$ cat config.mk
export PLATFORM = sky130hd
export DESIGN_NAME = sdram_bus_monitor
export DESIGN_NICKNAME = d
export VERILOG_FILES = /design/src/rtl/sdm_pkg.sv /design/src/rtl/sdm_cmd_decode.sv /design/src/rtl/sdm_mode_check.sv /design/src/rtl/sdm_bank_track.sv /design/src/rtl/sdram_bus_monitor.sv
export SDC_FILE = /design/constraint.sdc
export NUM_CORES = 1
export LEC_CHECK = 0
export BUFFER_PORTS_ARGS = -buffer_cell sky130_fd_sc_hd__clkbuf_2
export CORE_MARGIN = 2
export CORE_UTILIZATION = 54
export CTS_CLUSTER_SIZE = 30
export DETAILED_ROUTE_END_ITERATION = 6
export GPL_TIMING_DRIVEN = 0
export PLACE_DENSITY_LB_ADDON = 0.12
export SYNTH_ARGS = -nofsm -noshare
export SYNTH_HDL_FRONTEND = slang
export SYNTH_SLANG_ARGS = --single-unit
$ cat constraint.sdc
create_clock -name clk -period 3.5 [get_ports clk]
set_clock_uncertainty 0.2 [all_clocks]
set_input_delay 0.7 -clock clk [delete_from_list [all_inputs] [get_ports clk]]
set_output_delay 0.7 -clock clk [all_outputs]
set_load 0.01 [all_outputs]
$ cat src/rtl/sdm_pkg.sv
package sdm_pkg;

    localparam int MODE_W = 12;

    typedef enum logic [3:0] {
        CMD_NOP,
        CMD_ACT,
        CMD_RD,
        CMD_WR,
        CMD_BST,
        CMD_PRE,
        CMD_AREF,
        CMD_SREF,
        CMD_LMR
    } sdm_cmd_e;

    typedef enum logic [2:0] {
        ST_UNINIT  = 3'd0,
        ST_PRECHG  = 3'd1,
        ST_MODESET = 3'd2,
        ST_IDLE    = 3'd3,
        ST_ACTIVE  = 3'd4,
        ST_SELFREF = 3'd5
    } sdm_state_e;

    localparam logic [3:0] EC_NONE   = 4'd0;
    localparam logic [3:0] EC_BL     = 4'd1;
    localparam logic [3:0] EC_CL     = 4'd2;
    localparam logic [3:0] EC_OP     = 4'd3;
    localparam logic [3:0] EC_FIELD  = 4'd4;
    localparam logic [3:0] EC_EARLY  = 4'd5;
    localparam logic [3:0] EC_STATE  = 4'd6;
    localparam logic [3:0] EC_CLOSED = 4'd7;
    localparam logic [3:0] EC_REOPEN = 4'd8;

endpackage

$ cat src/rtl/sdm_cmd_decode.sv
module sdm_cmd_decode
    import sdm_pkg::*;
(
    input  logic     cke,
    input  logic     cs_n,
    input  logic     ras_n,
    input  logic     cas_n,
    input  logic     we_n,
    output sdm_cmd_e cmd
);

    always_comb begin
        cmd = CMD_NOP;
        if (cs_n) begin
            cmd = CMD_NOP;
        end else if (!cke) begin
            cmd = ({ras_n, cas_n, we_n} == 3'b001) ? CMD_SREF : CMD_NOP;
        end else begin
            unique case ({ras_n, cas_n, we_n})
                3'b000: cmd = CMD_LMR;
                3'b001: cmd = CMD_AREF;
                3'b010: cmd = CMD_PRE;
                3'b011: cmd = CMD_ACT;
                3'b100: cmd = CMD_WR;
                3'b101: cmd = CMD_RD;
                3'b110: cmd = CMD_BST;
                3'b111: cmd = CMD_NOP;
                default: cmd = CMD_NOP;
            endcase
        end
    end

endmodule

$ cat src/rtl/sdm_mode_check.sv
module sdm_mode_check (
    input  logic [2:0] bl_code,
    input  logic       interleave,
    input  logic [2:0] cl_code,
    input  logic [1:0] op_code,
    input  logic [1:0] rsv_code,
    output logic       bl_bad,
    output logic       cl_bad,
    output logic       op_bad,
    output logic       field_bad,
    output logic [3:0] bl_val,
    output logic [1:0] cl_val
);

    always_comb begin
        bl_bad = 1'b0;
        bl_val = 4'd0;
        unique case (bl_code)
            3'b000: bl_val = 4'd1;
            3'b001: bl_val = 4'd2;
            3'b010: bl_val = 4'd4;
            3'b011: bl_val = 4'd8;
            3'b111: bl_bad = interleave;
            default: bl_bad = 1'b1;
        endcase
    end

    always_comb begin
        cl_bad = 1'b0;
        cl_val = 2'd0;
        unique case (cl_code)
            3'b010: cl_val = 2'd2;
            3'b011: cl_val = 2'd3;
            default: cl_bad = 1'b1;
        endcase
    end

    assign op_bad    = (op_code != 2'b00);
    assign field_bad = (rsv_code != 2'b00);

endmodule

$ cat src/rtl/sdm_bank_track.sv
module sdm_bank_track #(
    parameter int BA_W = 2
) (
    input  logic            clk,
    input  logic            rst_n,
    input  logic            open_en,
    input  logic            close_en,
    input  logic            close_all,
    input  logic [BA_W-1:0] bank,
    output logic [(1<<BA_W)-1:0] open_q,
    output logic            sel_open,
    output logic            last_open
);

    localparam int NB = 1 << BA_W;

    for (genvar g = 0; g < NB; g++) begin : g_bank
        always_ff @(posedge clk or negedge rst_n) begin
            if (!rst_n) begin
                open_q[g] <= 1'b0;
            end else if (close_all) begin
                open_q[g] <= 1'b0;
            end else if (open_en && (bank == BA_W'(g))) begin
                open_q[g] <= 1'b1;
            end else if (close_en && (bank == BA_W'(g))) begin
                open_q[g] <= 1'b0;
            end
        end
    end

    assign sel_open  = open_q[bank];
    assign last_open = (open_q == (NB'(1) << bank));

    // the controlling FSM never asks to open a row that is already open
    p_no_reopen_r10: assert property (@(posedge clk) disable iff (!rst_n)
        open_en |-> !sel_open);

    // a precharge-all leaves every bank closed
    p_close_all_r11: assert property (@(posedge clk) disable iff (!rst_n)
        close_all |=> (open_q == '0));

endmodule

$ cat src/rtl/sdram_bus_monitor.sv
module sdram_bus_monitor
    import sdm_pkg::*;
#(
    parameter int BA_W   = 2,
    parameter int ADDR_W = 12,
    parameter int CNT_W  = 8
) (
    input  logic              clk,
    input  logic              rst_n,
    input  logic              cke,
    input  logic              cs_n,
    input  logic              ras_n,
    input  logic              cas_n,
    input  logic              we_n,
    input  logic [BA_W-1:0]   ba,
    input  logic [ADDR_W-1:0] addr,
    input  logic              err_clr,
    output logic [2:0]        state_o,
    output logic [11:0]       mode_word_o,
    output logic [3:0]        burst_len_o,
    output logic [1:0]        cas_lat_o,
    output logic [CNT_W-1:0]  mode_loads_o,
    output logic              err_mode_o,
    output logic              err_field_o,
    output logic              err_seq_o,
    output logic              err_proto_o,
    output logic [3:0]        err_code_o
);

    localparam int NB     = 1 << BA_W;
    localparam int AP_BIT = 10;

    sdm_cmd_e          cmd;
    sdm_state_e        st_q, st_n;
    logic              bl_bad, cl_bad, op_bad, field_bad;
    logic [3:0]        bl_val;
    logic [1:0]        cl_val;
    logic              mode_ok, lmr_seen, accept_lmr;
    logic              open_en, close_en, close_all;
    logic [NB-1:0]     open_q;
    logic              sel_open, last_open;
    logic [3:0]        ec, mec, new_code;
    logic [MODE_W-1:0] mode_q;
    logic [3:0]        bl_q;
    logic [1:0]        cl_q;
    logic [CNT_W-1:0]  cnt_q;
    logic              e_mode_q, e_field_q, e_seq_q, e_proto_q;
    logic [3:0]        code_q;
    logic              new_mode, new_field, new_seq, new_proto, any_err;

    sdm_cmd_decode u_dec (
        .cke   (cke),
        .cs_n  (cs_n),
        .ras_n (ras_n),
        .cas_n (cas_n),
        .we_n  (we_n),
        .cmd   (cmd)
    );

    sdm_mode_check u_mode (
        .bl_code    (addr[2:0]),
        .interleave (addr[3]),
        .cl_code    (addr[6:4]),
        .op_code    (addr[8:7]),
        .rsv_code   (addr[11:10]),
        .bl_bad     (bl_bad),
        .cl_bad     (cl_bad),
        .op_bad     (op_bad),
        .field_bad  (field_bad),
        .bl_val     (bl_val),
        .cl_val     (cl_val)
    );

    sdm_bank_track #(.BA_W(BA_W)) u_banks (
        .clk       (clk),
        .rst_n     (rst_n),
        .open_en   (open_en),
        .close_en  (close_en),
        .close_all (close_all),
        .bank      (ba),
        .open_q    (open_q),
        .sel_open  (sel_open),
        .last_open (last_open)
    );

    assign mode_ok  = !(bl_bad || cl_bad || op_bad || field_bad);
    assign lmr_seen = (cmd == CMD_LMR) && (st_q != ST_SELFREF);

    // Next-state and sequencing checks
    always_comb begin
        st_n       = st_q;
        ec         = EC_NONE;
        open_en    = 1'b0;
        close_en   = 1'b0;
        close_all  = 1'b0;
        accept_lmr = 1'b0;
        unique case (st_q)
            ST_UNINIT: begin
                unique case (cmd)
                    CMD_PRE:        st_n = ST_PRECHG;
                    CMD_RD, CMD_WR: ec = EC_EARLY;
                    CMD_NOP:        ;
                    default:        ec = EC_STATE;
                endcase
            end
            ST_PRECHG: begin
                unique case (cmd)
                    CMD_LMR:                   accept_lmr = 1'b1;
                    CMD_RD, CMD_WR:            ec = EC_EARLY;
                    CMD_PRE, CMD_AREF, CMD_NOP: ;
                    default:                   ec = EC_STATE;
                endcase
            end
            ST_MODESET: begin
                st_n = ST_IDLE;
                if (cmd != CMD_NOP) ec = EC_STATE;
            end
            ST_IDLE: begin
                unique case (cmd)
                    CMD_ACT: begin
                        open_en = 1'b1;
                        st_n    = ST_ACTIVE;
                    end
                    CMD_RD, CMD_WR: ec = EC_CLOSED;
                    CMD_LMR:        accept_lmr = 1'b1;
                    CMD_SREF:       st_n = ST_SELFREF;
                    default:        ;
                endcase
            end
            ST_ACTIVE: begin
                unique case (cmd)
                    CMD_ACT: begin
                        if (sel_open) ec = EC_REOPEN;
                        else          open_en = 1'b1;
                    end
                    CMD_RD, CMD_WR: begin
                        if (!sel_open) ec = EC_CLOSED;
                    end
                    CMD_PRE: begin
                        if (addr[AP_BIT]) begin
                            close_all = 1'b1;
                            st_n      = ST_IDLE;
                        end else begin
                            close_en = 1'b1;
                            if (last_open) st_n = ST_IDLE;
                        end
                    end
                    CMD_BST, CMD_NOP: ;
                    default:          ec = EC_STATE;
                endcase
            end
            ST_SELFREF: begin
                if (cke) st_n = ST_IDLE;
            end
            default: st_n = ST_UNINIT;
        endcase
        if (accept_lmr && mode_ok) st_n = ST_MODESET;
    end

    // Mode-word error code, lowest code first
    always_comb begin
        mec = EC_NONE;
        if (lmr_seen) begin
            if (bl_bad)         mec = EC_BL;
            else if (cl_bad)    mec = EC_CL;
            else if (op_bad)    mec = EC_OP;
            else if (field_bad) mec = EC_FIELD;
        end
    end

    assign new_code  = (mec != EC_NONE) ? mec : ec;
    assign new_mode  = lmr_seen && (bl_bad || cl_bad || op_bad);
    assign new_field = lmr_seen && field_bad;
    assign new_seq   = (ec == EC_EARLY) || (ec == EC_STATE);
    assign new_proto = (ec == EC_CLOSED) || (ec == EC_REOPEN);
    assign any_err   = e_mode_q || e_field_q || e_seq_q || e_proto_q;

    // State register
    always_ff @(posedge clk or negedge rst_n) begin
        if (!rst_n) st_q <= ST_UNINIT;
        else        st_q <= st_n;
    end

    // Shadow, counter and error registers
    always_ff @(posedge clk or negedge rst_n) begin
        if (!rst_n) begin
            mode_q    <= '0;
            bl_q      <= '0;
            cl_q      <= '0;
            cnt_q     <= '0;
            e_mode_q  <= 1'b0;
            e_field_q <= 1'b0;
            e_seq_q   <= 1'b0;
            e_proto_q <= 1'b0;
            code_q    <= EC_NONE;
        end else begin
            if (accept_lmr && mode_ok) begin
                mode_q <= addr[MODE_W-1:0];
                bl_q   <= bl_val;
                cl_q   <= cl_val;
            end
            if (lmr_seen) cnt_q <= cnt_q + CNT_W'(1);
            e_mode_q  <= new_mode  || (e_mode_q  && !err_clr);
            e_field_q <= new_field || (e_field_q && !err_clr);
            e_seq_q   <= new_seq   || (e_seq_q   && !err_clr);
            e_proto_q <= new_proto || (e_proto_q && !err_clr);
            if ((err_clr || !any_err) && (new_code != EC_NONE)) code_q <= new_code;
            else if (err_clr)                                   code_q <= EC_NONE;
        end
    end

    assign state_o      = st_q;
    assign mode_word_o  = mode_q;
    assign burst_len_o  = bl_q;
    assign cas_lat_o    = cl_q;
    assign mode_loads_o = cnt_q;
    assign err_mode_o   = e_mode_q;
    assign err_field_o  = e_field_q;
    assign err_seq_o    = e_seq_q;
    assign err_proto_o  = e_proto_q;
    assign err_code_o   = code_q;

    p_state_legal_r2: assert property (@(posedge clk) disable iff (!rst_n)
        st_q inside {ST_UNINIT, ST_PRECHG, ST_MODESET, ST_IDLE, ST_ACTIVE, ST_SELFREF});

    p_modeset_idle_r3: assert property (@(posedge clk) disable iff (!rst_n)
        (st_q == ST_MODESET) |=> (st_q == ST_IDLE));

    p_bl_onehot_r4: assert property (@(posedge clk) disable iff (!rst_n)
        $onehot0(bl_q));

    p_cl_legal_r5: assert property (@(posedge clk) disable iff (!rst_n)
        (cl_q == 2'd0) || (cl_q == 2'd2) || (cl_q == 2'd3));

    p_reject_keeps_mode_r8: assert property (@(posedge clk) disable iff (!rst_n)
        (lmr_seen && !mode_ok) |=> $stable(mode_q));

    p_idle_closed_r11: assert property (@(posedge clk) disable iff (!rst_n)
        (st_q == ST_IDLE) |-> (open_q == '0));

    p_active_open_r11: assert property (@(posedge clk) disable iff (!rst_n)
        (st_q == ST_ACTIVE) |-> (open_q != '0));

    p_sref_exit_r12: assert property (@(posedge clk) disable iff (!rst_n)
        ((st_q == ST_SELFREF) && cke) |=> (st_q == ST_IDLE));

    p_sticky_proto_r13: assert property (@(posedge clk) disable iff (!rst_n)
        (e_proto_q && !err_clr) |=> e_proto_q);

    p_count_step_r14: assert property (@(posedge clk) disable iff (!rst_n)
        lmr_seen |=> (cnt_q == CNT_W'($past(cnt_q) + 1)));

endmodule

==> results of run 1 <==
cells in the mapped netlist, drive strengths merged, types with 5 or more instances:
cell type  count
mux2           8
nand3          6
nor2b          7
dfrtp         41
nand2b        10
a2111oi        5
o21ai         18
nor2          21
nand2         23
and2           6
clkbuf         7
nor3b          5
o21a           6
inv           12
a21oi         10
xnor2          7
state kept, by name, summed over array words and instances, names as in the netlist:
register	count
err_code_o	4
err_field_o	1
u_banks.open_q	4
mode_word_o	12
mode_loads_o	8
err_mode_o	1
burst_len_o	4
cas_lat_o	2
err_proto_o	1
state_o	3
err_seq_o	1
worst min-delay path by stage:
stage,start,to,cells after the start
final,mode_loads_o[7],mode_loads_o[7],1
after global routing,mode_loads_o[7],mode_loads_o[7],1
after CTS,mode_loads_o[7],mode_loads_o[7],1
after detailed placement,cas_lat_o[1],cas_lat_o[1],1
after global placement,cas_lat_o[1],cas_lat_o[1],1
after floorplan,rst_n,burst_len_o[0],0
final cells by class:
class | count | area [sq um] | area share [%]
buffer | 10 | 47.55 | 1.652
inverter | 12 | 45.04 | 1.565
sequential | 41 | 1026 | 35.65
multi-input combinational | 192 | 1329 | 46.17
clock inverter | 3 | 21.27 | 0.7391
clock buffer | 5 | 68.82 | 2.391
tap | 52 | 65.06 | 2.261
timing repair buffer | 55 | 275.3 | 9.565
where the power goes:
part / internal, mW / total [mW] / leakage (nW) / switching, mW
Sequential: 0.493 / 0.515 / 0.561 / 0.0221
Clock: 0.141 / 0.309 / 0.0445 / 0.168
Combinational: 0.0829 / 0.202 / 0.752 / 0.119
Total: 0.717 / 1.03 / 1.36 / 0.310
through the flow:
stage	instances	hold slack (ns)	total power [mW]	area (sq um)	setup TNS [ns]
finish	370	0.2674	1.027	2878	0
floorplan	255	0.2044	0.6519	2442	0
global route	370	0.2892	1.079	2878	0
CTS	370	0.2763	1.036	2873	0
detailed placement	362	0.2532	0.7257	2783	-0.3130
global placement	362	0.2505	0.7215	2783	-0.3627
routing by layer:
layer / GRT usage, % / part of all wire (%)
met5: 0 / 0
met4: 7.547 / 1.6
met3: 4.641 / 6.5
met2: 33.02 / 46
met1: 30.56 / 46
kinds of logic after synthesis:
group	Yosys count
AO/OA/AOI/OAI	67
XOR/XNOR	7
adder cells (fa/ha/maj)	4
buffers and inverters	22
flip-flops	41
multiplexers	11
AND/OR/NAND/NOR	103
cells in the final DEF, fill, tap and decap left out, types with 3 or more instances in the layout:
| cell | instances |
|---|---|
| o41ai_1 | 3 |
| a31oi_1 | 3 |
| clkbuf_8 | 5 |
| clkbuf_2 | 55 |
| dfrtp_1 | 41 |
| o211ai_1 | 3 |
| nand4_1 | 3 |
| nor3b_1 | 5 |
| o22a_1 | 4 |
| mux2_2 | 7 |
| xnor2_1 | 7 |
| and2_1 | 6 |
| o21a_1 | 6 |
| ha_1 | 4 |
| o21ai_0 | 11 |
| nor2_1 | 21 |
| nand2_1 | 23 |
| a21oi_1 | 9 |
| clkbuf_1 | 7 |
| nor2b_1 | 7 |
| nand3_1 | 6 |
| nand2b_1 | 10 |
| inv_1 | 11 |
| nor3_1 | 4 |
| o21ai_1 | 7 |
==> results.json, run 1 <==
{
  "dr_total_vias": 2132,
  "start_util_pct": 56.09,
  "arrival_ns": 3.28,
  "post-cts-setup-buffers": 0,
  "path_clk_slew_ns": 0.08,
  "hold_path_class": "register to register",
  "synth_cells": 255,
  "drive_above_1_share_pct": 27.04,
  "synth_top_cell_by_area": "dfrtp_1",
  "viasPerCell": 5.762,
  "routed_wl_mm": 5.393,
  "ir_drop_mv": 0.2842,
  "clock_sinks": 41,
  "synth_top_family_by_area": "simple AND/OR/NAND/NOR gates",
  "startpoint": "cas_n",
  "status": "completed",
  "core-area_sq_um": 4354,
  "cap_viol_max_count": 0,
  "slew_headroom_pct": 34.37,
  "synthMuxAreaShare_pct": 5.584,
  "setup_ws_ns": 0.2081,
  "reg2reg_slack_ns": 0.83,
  "power_density_nw_per_um2": 356.8,
  "cp_top_family": "compound AO/OA/AOI/OAI gates",
  "synthesis.nets": 281,
  "yosysTopAreaCellShare_pct": 42.01,
  "cpPeakStageDelay_ns": 0.49,
  "die_h_um": 71.25,
  "diodes": 0,
  "rsz0062_at_grt": "false",
  "synth_ff_type": "dfrtp_1",
  "worst-path-stages": 10,
  "ys_seq_area_share_pct": 42.01,
  "grt_max_degree": 42,
  "finalCritPeriodShare_pct": 94.05,
  "syn2layout_area_growth_pct": 17.83,
  "finalNetCount": 343,
  "grt_pass1_wl_mm": 8.783,
  "final-hold-violation-count": 0,
  "globalplace.congestion": 0.8697,
  "postRouteAntennaNets": 0,
  "cts_tree": "built",
  "cp-end-kind": "register",
  "critical_path.max_fanout": 9,
  "avgSynthCellArea_sq_um": 9.578,
  "cts_inserted_buffers": 5,
  "clockBufferDepth": 2,
  "synth_area_sq_um": 2442,
  "synth_warnings": 0,
  "drc": 0,
  "cp-start-kind": "input pin",
  "slew_viol_final": 0,
  "boundaryPins": 59,
  "synthAdderAreaFrac_pct": 2.049,
  "clk_latency_ns": 0.29,
  "overflow": 0,
  "die_width_um": 71.25,
  "synth_area_leaders": "dfrtp_1 42%, nand2_1 3.5%, mux2_2 3.2%, nor2_1 3.2%, nand2b_1 2.6%",
  "timing.final.setup_violations": 0,
  "fill_cells": 372,
  "ctsHtreeMaxLevel": 2,
  "post-place-ws_ns": -0.07651,
  "cp.required_ns": 3.49,
  "worstReg2RegStart": "u_banks.open_q[3]",
  "r2r_cells": 7,
  "clock.fmax_ghz": 0.3038,
  "holdBufCountCts": 0,
  "grt_usage_pct": 21.56,
  "ys_ff_latch": 41,
  "synth_edf_count": 0,
  "cts_root_buf": "clkbuf_8",
  "async_flop_share_pct": 100.0,
  "worst-setup-path-type": "input pin to register",
  "first_global_vias": 1931,
  "synth_cell_types": 62,
  "total_leakage_power_nw": 1.357,
  "avgRoutedWirePerCell_um": 14.58,
  "synth-xor-area-share_pct": 2.510,
  "fin_util_pct": 66.09,
  "drtIter0Drc": 172,
  "cp_num_buf_inv": 2,
  "dp_hpwl_mm": 4.117,
  "row_count": 24,
  "cpMaxStageDelayCell": "a2111oi_2",
  "min_period_ns": 3.292,
  "yosys.area_share.simple_pct": 22.69,
  "synth_compound_area_share_pct": 21.36,
  "r2r-end": "err_code_o[2]",
  "die-area_sq_um": 5077,
  "worst_slew_pin_slew_ns": 0.9718,
  "dr.pass1.iters": 4,
  "cts_resized": 0,
  "cp-endpoint": "err_code_o[2]",
  "antenna_found_initial": 0,
  "numPortBuffers": 55,
  "cp_cell_sequence": "clkbuf_2 > inv_1 > ha_1 > or3_1 > a2111oi_4 > a31o_2 > a32oi_1 > a2111oi_2 > a21oi_2 > a31o_1"
}
Note: power is estimated with default switching activity, not from simulation.
==> inputs of run 2 (changes only) <==
--- a/config.mk
+++ b/config.mk
@@ -7,7 +7,7 @@
 export LEC_CHECK = 0
 export BUFFER_PORTS_ARGS = -buffer_cell sky130_fd_sc_hd__clkbuf_2
 export CORE_MARGIN = 2
-export CORE_UTILIZATION = 54
+export CORE_UTILIZATION = 35
 export CTS_CLUSTER_SIZE = 30
 export DETAILED_ROUTE_END_ITERATION = 6
 export GPL_TIMING_DRIVEN = 0
==> run 2 against run 1 <==
Against the previous run:
- worst setup slack improved by 0.0023 ns
- power rose by 0.72%
- critical path depth did not move
- hold slack better by 0.0031 ns
- final area is 1.2% higher
- register-to-register slack worse by 0.02 ns
- sequential cell count stayed put
- largest cell class unchanged
- largest power group unchanged
==> results.json, run 2 (synthesis gave the netlist of run 1 again) <==
{
  "placed_area_sq_um": 2818,
  "viasPerCell": 5.314,
  "grt_max_degree": 42,
  "die_h_um": 87.54,
  "critical_path.max_fanout": 9,
  "worstReg2RegStart": "u_banks.open_q[3]",
  "drtIter0Drc": 70,
  "hold_path_class": "register to register",
  "ctsHtreeMaxLevel": 2,
  "cpMaxStageDelayCell": "a2111oi_2",
  "final-hold-violation-count": 0,
  "fill_cells": 709,
  "syn2layout_area_growth_pct": 19.26,
  "path_clk_slew_ns": 0.08,
  "overflow": 0,
  "globalplace.congestion": 0.8313,
  "min_period_ns": 3.290,
  "ir_drop_mv": 0.1825,
  "cp-end-kind": "register",
  "row_count": 30,
  "worst-setup-path-type": "input pin to register",
  "die_width_um": 87.54,
  "total_leakage_power_nw": 1.357,
  "dr.pass1.iters": 4,
  "start_util_pct": 36.15,
  "slew_viol_final": 0,
  "finalNetCount": 343,
  "antenna_found_initial": 0,
  "drc": 0,
  "fin_cells": 398,
  "dp_hpwl_mm": 4.356,
  "clock.fmax_ghz": 0.3040,
  "min_from": "cas_lat_o[1]",
  "timing.final.setup_violations": 0,
  "dp.cells": 390,
  "status": "completed",
  "cts_inserted_buffers": 5,
  "largest_register_ffs": 12,
  "layout_common_cells": "55 x clkbuf_2, 41 x dfrtp_1, 23 x nand2_1",
  "postRouteAntennaNets": 0,
  "numPortBuffers": 55,
  "routed_wl_mm": 5.751,
  "arrival_ns": 3.27,
  "drive_above_1_share_pct": 27.04,
  "first_global_vias": 1975,
  "cp_cell_sequence": "clkbuf_2 > inv_1 > ha_1 > or3_1 > a2111oi_4 > a31o_2 > a32oi_1 > a2111oi_2 > a21oi_2 > a31o_1",
  "avgRoutedWirePerCell_um": 14.45,
  "clockBufferDepth": 2,
  "rsz0062_at_grt": "false",
  "finalInstanceArea_sq_um": 2913,
  "dr_total_vias": 2115,
  "clk_latency_ns": 0.29,
  "worst_slew_pin_slew_ns": 0.9922,
  "startpoint": "cas_n",
  "slew_headroom_pct": 33.85,
  "cpPeakStageDelay_ns": 0.50,
  "die-area_sq_um": 7662,
  "holdBufCountCts": 0,
  "cts_tree": "built",
  "final_common_cell": "clkbuf_2",
  "cp-start-kind": "input pin",
  "power_density_nw_per_um2": 355.1,
  "grt_pass1_wl_mm": 9.397,
  "cts_root_buf": "clkbuf_8",
  "diodes": 0,
  "clock_sinks": 41,
  "cp.required_ns": 3.48,
  "grt_usage_pct": 15.21,
  "boundaryPins": 59,
  "cap_viol_max_count": 0,
  "core-area_sq_um": 6756,
  "finalCritPeriodShare_pct": 93.99
}
run 2: cell counts in the layout (fill, tap and decap cells not counted):
Identical to the previous run, type by type.
run 2: layer usage:
metal	GRT usage [%]	vias to the layer above	part of all wire, %	wire length [um]
met4	2.517	0	0.59	34
met3	3.676	4	4.7	271
met2	24.24	44	46	2646
met5	0	-	0	0
li1	-	1047	-	-
met1	21.46	1020	49	2798
run 2: critical path: cells and delay by family:
family                   cells  cell delay, ns
adder cells (fa/ha/maj)      1            0.35
buffers and inverters        2            0.31
AO/OA/AOI/OAI                6            1.52
AND/OR/NAND/NOR              1            0.38
run 2: worst paths after layout:
path                            cells after the start              to  slack, ns
worst min register to register                      1    cas_lat_o[1]       0.27
worst min-delay path                                1    cas_lat_o[1]       0.27
worst max register to register                      7   err_code_o[2]       0.81
max in group asynchronous                           1  burst_len_o[3]       2.13
worst max-delay path                               10   err_code_o[2]       0.21
min in group asynchronous                           1     err_proto_o       0.36
run 2: timing repair:
| action | 4_1_cts | 5_1_grt |
|---|---|---|
| buffers inserted | 0 | 0 |
| gates resized for setup | 0 | 1 |
| endpoints found under the setup margin | 0 | 3 |
run 2: metrics by stage:
stage	power, mW	utilization, %	hold WS, ns	setup TNS [ns]	worst slack [ns]
2_1_floorplan	0.6519	-	0.2044	0	0.3982
3_3_place_gp	0.7267	41.70	0.2500	-0.8772	-0.2113
3_5_place_dp	0.7295	41.70	0.2518	-0.8987	-0.2095
4_1_cts	1.051	43.04	0.2766	0	0.08186
5_1_grt	1.096	43.11	0.2851	0	0.0009446
6_report	1.034	43.11	0.2705	0	0.2104
run 2: final cells by class:
cell class	instances	area, sq um	share of cell area [%]
Buffer	10	47.55	1.632
Timing Repair Buffer	55	275.3	9.450
Tap cell	80	100.1	3.436
Inverter	12	45.04	1.546
Multi-Input combinational cell	192	1329	45.62
Clock buffer	5	68.82	2.363
Sequential cell	41	1026	35.22
Clock inverter	3	21.27	0.7302
run 2: power breakdown:
| part | internal [mW] | switching (mW) | total, mW |
|---|---|---|---|
| clock network | 0.142 | 0.174 | 0.315 |
| registers | 0.493 | 0.0228 | 0.516 |
| logic | 0.0827 | 0.120 | 0.203 |
| total | 0.717 | 0.317 | 1.03 |
==> inputs of run 3 (changes only) <==
--- a/config.mk
+++ b/config.mk
@@ -7,7 +7,7 @@
 export LEC_CHECK = 0
 export BUFFER_PORTS_ARGS = -buffer_cell sky130_fd_sc_hd__clkbuf_2
 export CORE_MARGIN = 2
-export CORE_UTILIZATION = 35
+export CORE_UTILIZATION = 40
 export CTS_CLUSTER_SIZE = 30
 export DETAILED_ROUTE_END_ITERATION = 6
 export GPL_TIMING_DRIVEN = 0
==> constraint.sdc (replaced) <==
create_clock -name clk -period 4.3 [get_ports clk]
set_clock_uncertainty 0.2 [all_clocks]
set_input_delay 0.86 -clock clk [delete_from_list [all_inputs] [get_ports clk]]
set_output_delay 0.86 -clock clk [all_outputs]
set_load 0.01 [all_outputs]
==> run 3 against run 2 <==
Against the previous run:
- routed wire length fell by 0.71%
- critical path depth did not move
- sequential cell count did not move
- worst setup slack improved by 0.61 ns
- non-clock buffer count did not move
- sequential share of layout area rose by 0.091 points
- register-to-register slack improved by 0.80 ns
- cell count fell by 1.3%
- global-route usage rose by 2.4 points
- final area fell by 0.26%
- via count fell by 0.52%
- core utilization rose by 6.0 points
- largest power group unchanged
==> results.json, run 3 (synthesis gave the netlist of run 1 again) <==
{
  "die_h_um": 82.14,
  "cp-end-kind": "register",
  "finalInstanceArea_sq_um": 2905,
  "timing.final.setup_violations": 0,
  "globalplace.congestion": 0.8522,
  "worstReg2RegStart": "u_banks.open_q[3]",
  "ir_drop_mv": 0.1730,
  "r2r_cells": 7,
  "finalCritPeriodShare_pct": 80.85,
  "cap_viol_max_count": 0,
  "post-cts-setup-buffers": 0,
  "clock_sinks": 41,
  "power_density_nw_per_um2": 291.1,
  "dp_hpwl_mm": 4.254,
  "drc": 0,
  "p_clk_share_pct": 31.0,
  "combinationalPowerShare_pct": 19.2,
  "min_to": "mode_word_o[5]",
  "avgRoutedWirePerCell_um": 14.53,
  "worst_slew_pin_slew_ns": 1.048,
  "tns_ns": 0,
  "diodes": 0,
  "cts_root_buf": "clkbuf_8",
  "syn2layout_area_growth_pct": 18.96,
  "final_common_cell": "clkbuf_2",
  "grt_pass1_wl_mm": 9.204,
  "drtIter0Drc": 174,
  "cts_resized": 0,
  "placed_area_sq_um": 2811,
  "cp-start-kind": "input pin",
  "p_sw_share_pct": 30.77,
  "grt_usage_pct": 17.59,
  "row_count": 28,
  "antenna_found_initial": 0,
  "fin_cells": 393,
  "holdPathStages": 1,
  "drive_above_1_share_pct": 26.73,
  "die-area_sq_um": 6747,
  "path_clk_slew_ns": 0.09,
  "hold_path_class": "register to register",
  "viasPerCell": 5.354,
  "cp_num_buf_inv": 2,
  "min_period_ns": 3.476,
  "clk_latency_ns": 0.29,
  "status": "completed",
  "grt_max_degree": 42,
  "layout_common_cells": "55 x clkbuf_2, 41 x dfrtp_1, 23 x nand2_1",
  "finalNetCount": 343,
  "min_from": "mode_word_o[5]",
  "boundaryPins": 59,
  "routed_wl_mm": 5.710,
  "slew_viol_final": 0,
  "worst-setup-path-type": "input pin to register",
  "first_global_vias": 1902,
  "p_seq_share_pct": 49.8,
  "cp.required_ns": 4.29,
  "die_width_um": 82.14,
  "overflow": 0,
  "r2r-end": "err_code_o[2]",
  "dr.pass1.iters": 4,
  "intPower_mw": 0.5855,
  "arrival_ns": 3.46,
  "fin_util_pct": 49.07,
  "cts_tree": "built",
  "postRouteAntennaNets": 0,
  "cpMaxStageDelayCell": "a211oi_1",
  "largest_register_ffs": 12,
  "numPortBuffers": 55,
  "clockBufferDepth": 2,
  "core-area_sq_um": 5921,
  "reg2reg_slack_ns": 1.61,
  "dr_total_vias": 2104,
  "start_util_pct": 41.25,
  "final-hold-violation-count": 0,
  "critical_path.max_fanout": 9,
  "cts_inserted_buffers": 5,
  "slew_headroom_pct": 30.13,
  "cp_cell_sequence": "clkbuf_2 > inv_1 > ha_1 > nand4bb_1 > or3_1 > a211oi_1 > o21ai_0 > a31oi_1 > o32ai_1 > and3_1",
  "rsz0062_at_grt": "false",
  "holdBufCountCts": 0,
  "cpPeakStageDelay_ns": 0.53,
  "ctsHtreeMaxLevel": 2,
  "dp.cells": 385,
  "p_sw_mw": 0.2603,
  "clock.fmax_ghz": 0.2877,
  "total_leakage_power_nw": 1.356,
  "cp_top_family": "compound AO/OA/AOI/OAI gates"
}
==> run 3: per-stage QoR <==
| stage | power, mW | hold WS, ns | setup WS, ns |
|---|---|---|---|
| after detailed placement | 0.5931 | 0.2615 | 0.5469 |
| after CTS | 0.8595 | 0.2820 | 0.8450 |
| after global routing | 0.8955 | 0.2940 | 0.5690 |
| after floorplan | 0.5306 | 0.2938 | 1.038 |
| final | 0.8458 | 0.2795 | 0.8236 |
| after global placement | 0.5917 | 0.2497 | 0.5172 |
==> run 3: how the worst max path moves through the flow <==
stage | start | end | cells after the start
2_1_floorplan | cas_n | err_code_o[2] | 9
3_3_place_gp | cas_n | err_code_o[3] | 10
3_5_place_dp | cas_n | err_code_o[3] | 10
4_1_cts | cas_n | err_code_o[3] | 10
5_1_grt | cas_n | err_code_o[3] | 10
6_report | cas_n | err_code_o[3] | 10
==> run 3: metal layers <==
| layer | wire length [um] | vias up | global-route usage [%] |
|---|---|---|---|
| met5 | 0 | - | 0 |
| met4 | 22 | 0 | 3.500 |
| met3 | 254 | 2 | 3.152 |
| met2 | 2716 | 55 | 28.37 |
| met1 | 2716 | 997 | 24.90 |
| li1 | - | 1050 | - |
==> run 3: worst reg2reg max path, stage by stage, from the launching register on <==
cell and delay (ns):
dfrtp_1 0.42, mux4_2 0.56, o2111a_1 0.20, a2111oi_4 0.32, a21oi_1 0.13, a2111oi_2 0.43, a21oi_2 0.08, a31o_1 0.25
==> run 3: area by class of cell <==
class | instances | area [sq um]
plain buffers | 10 | 47.55
clock buffers | 5 | 68.82
clock inverters | 3 | 25.02
fillers | 581 | 3015
inverters | 12 | 45.04
multi-input cells | 192 | 1324
flip-flops and latches | 41 | 1026
well taps | 75 | 93.84
repair buffers | 55 | 275.3
==> run 3: power by group through the flow <==
| stage | clock network (mW) | registers, mW | logic (mW) |
|---|---|---|---|
| after floorplan | 0 | 0.431 | 0.0993 |
| after global routing | 0.287 | 0.424 | 0.185 |
| after global placement | 0 | 0.428 | 0.163 |
| after detailed placement | 0 | 0.429 | 0.164 |
| after CTS | 0.273 | 0.421 | 0.165 |
| final | 0.262 | 0.421 | 0.162 |
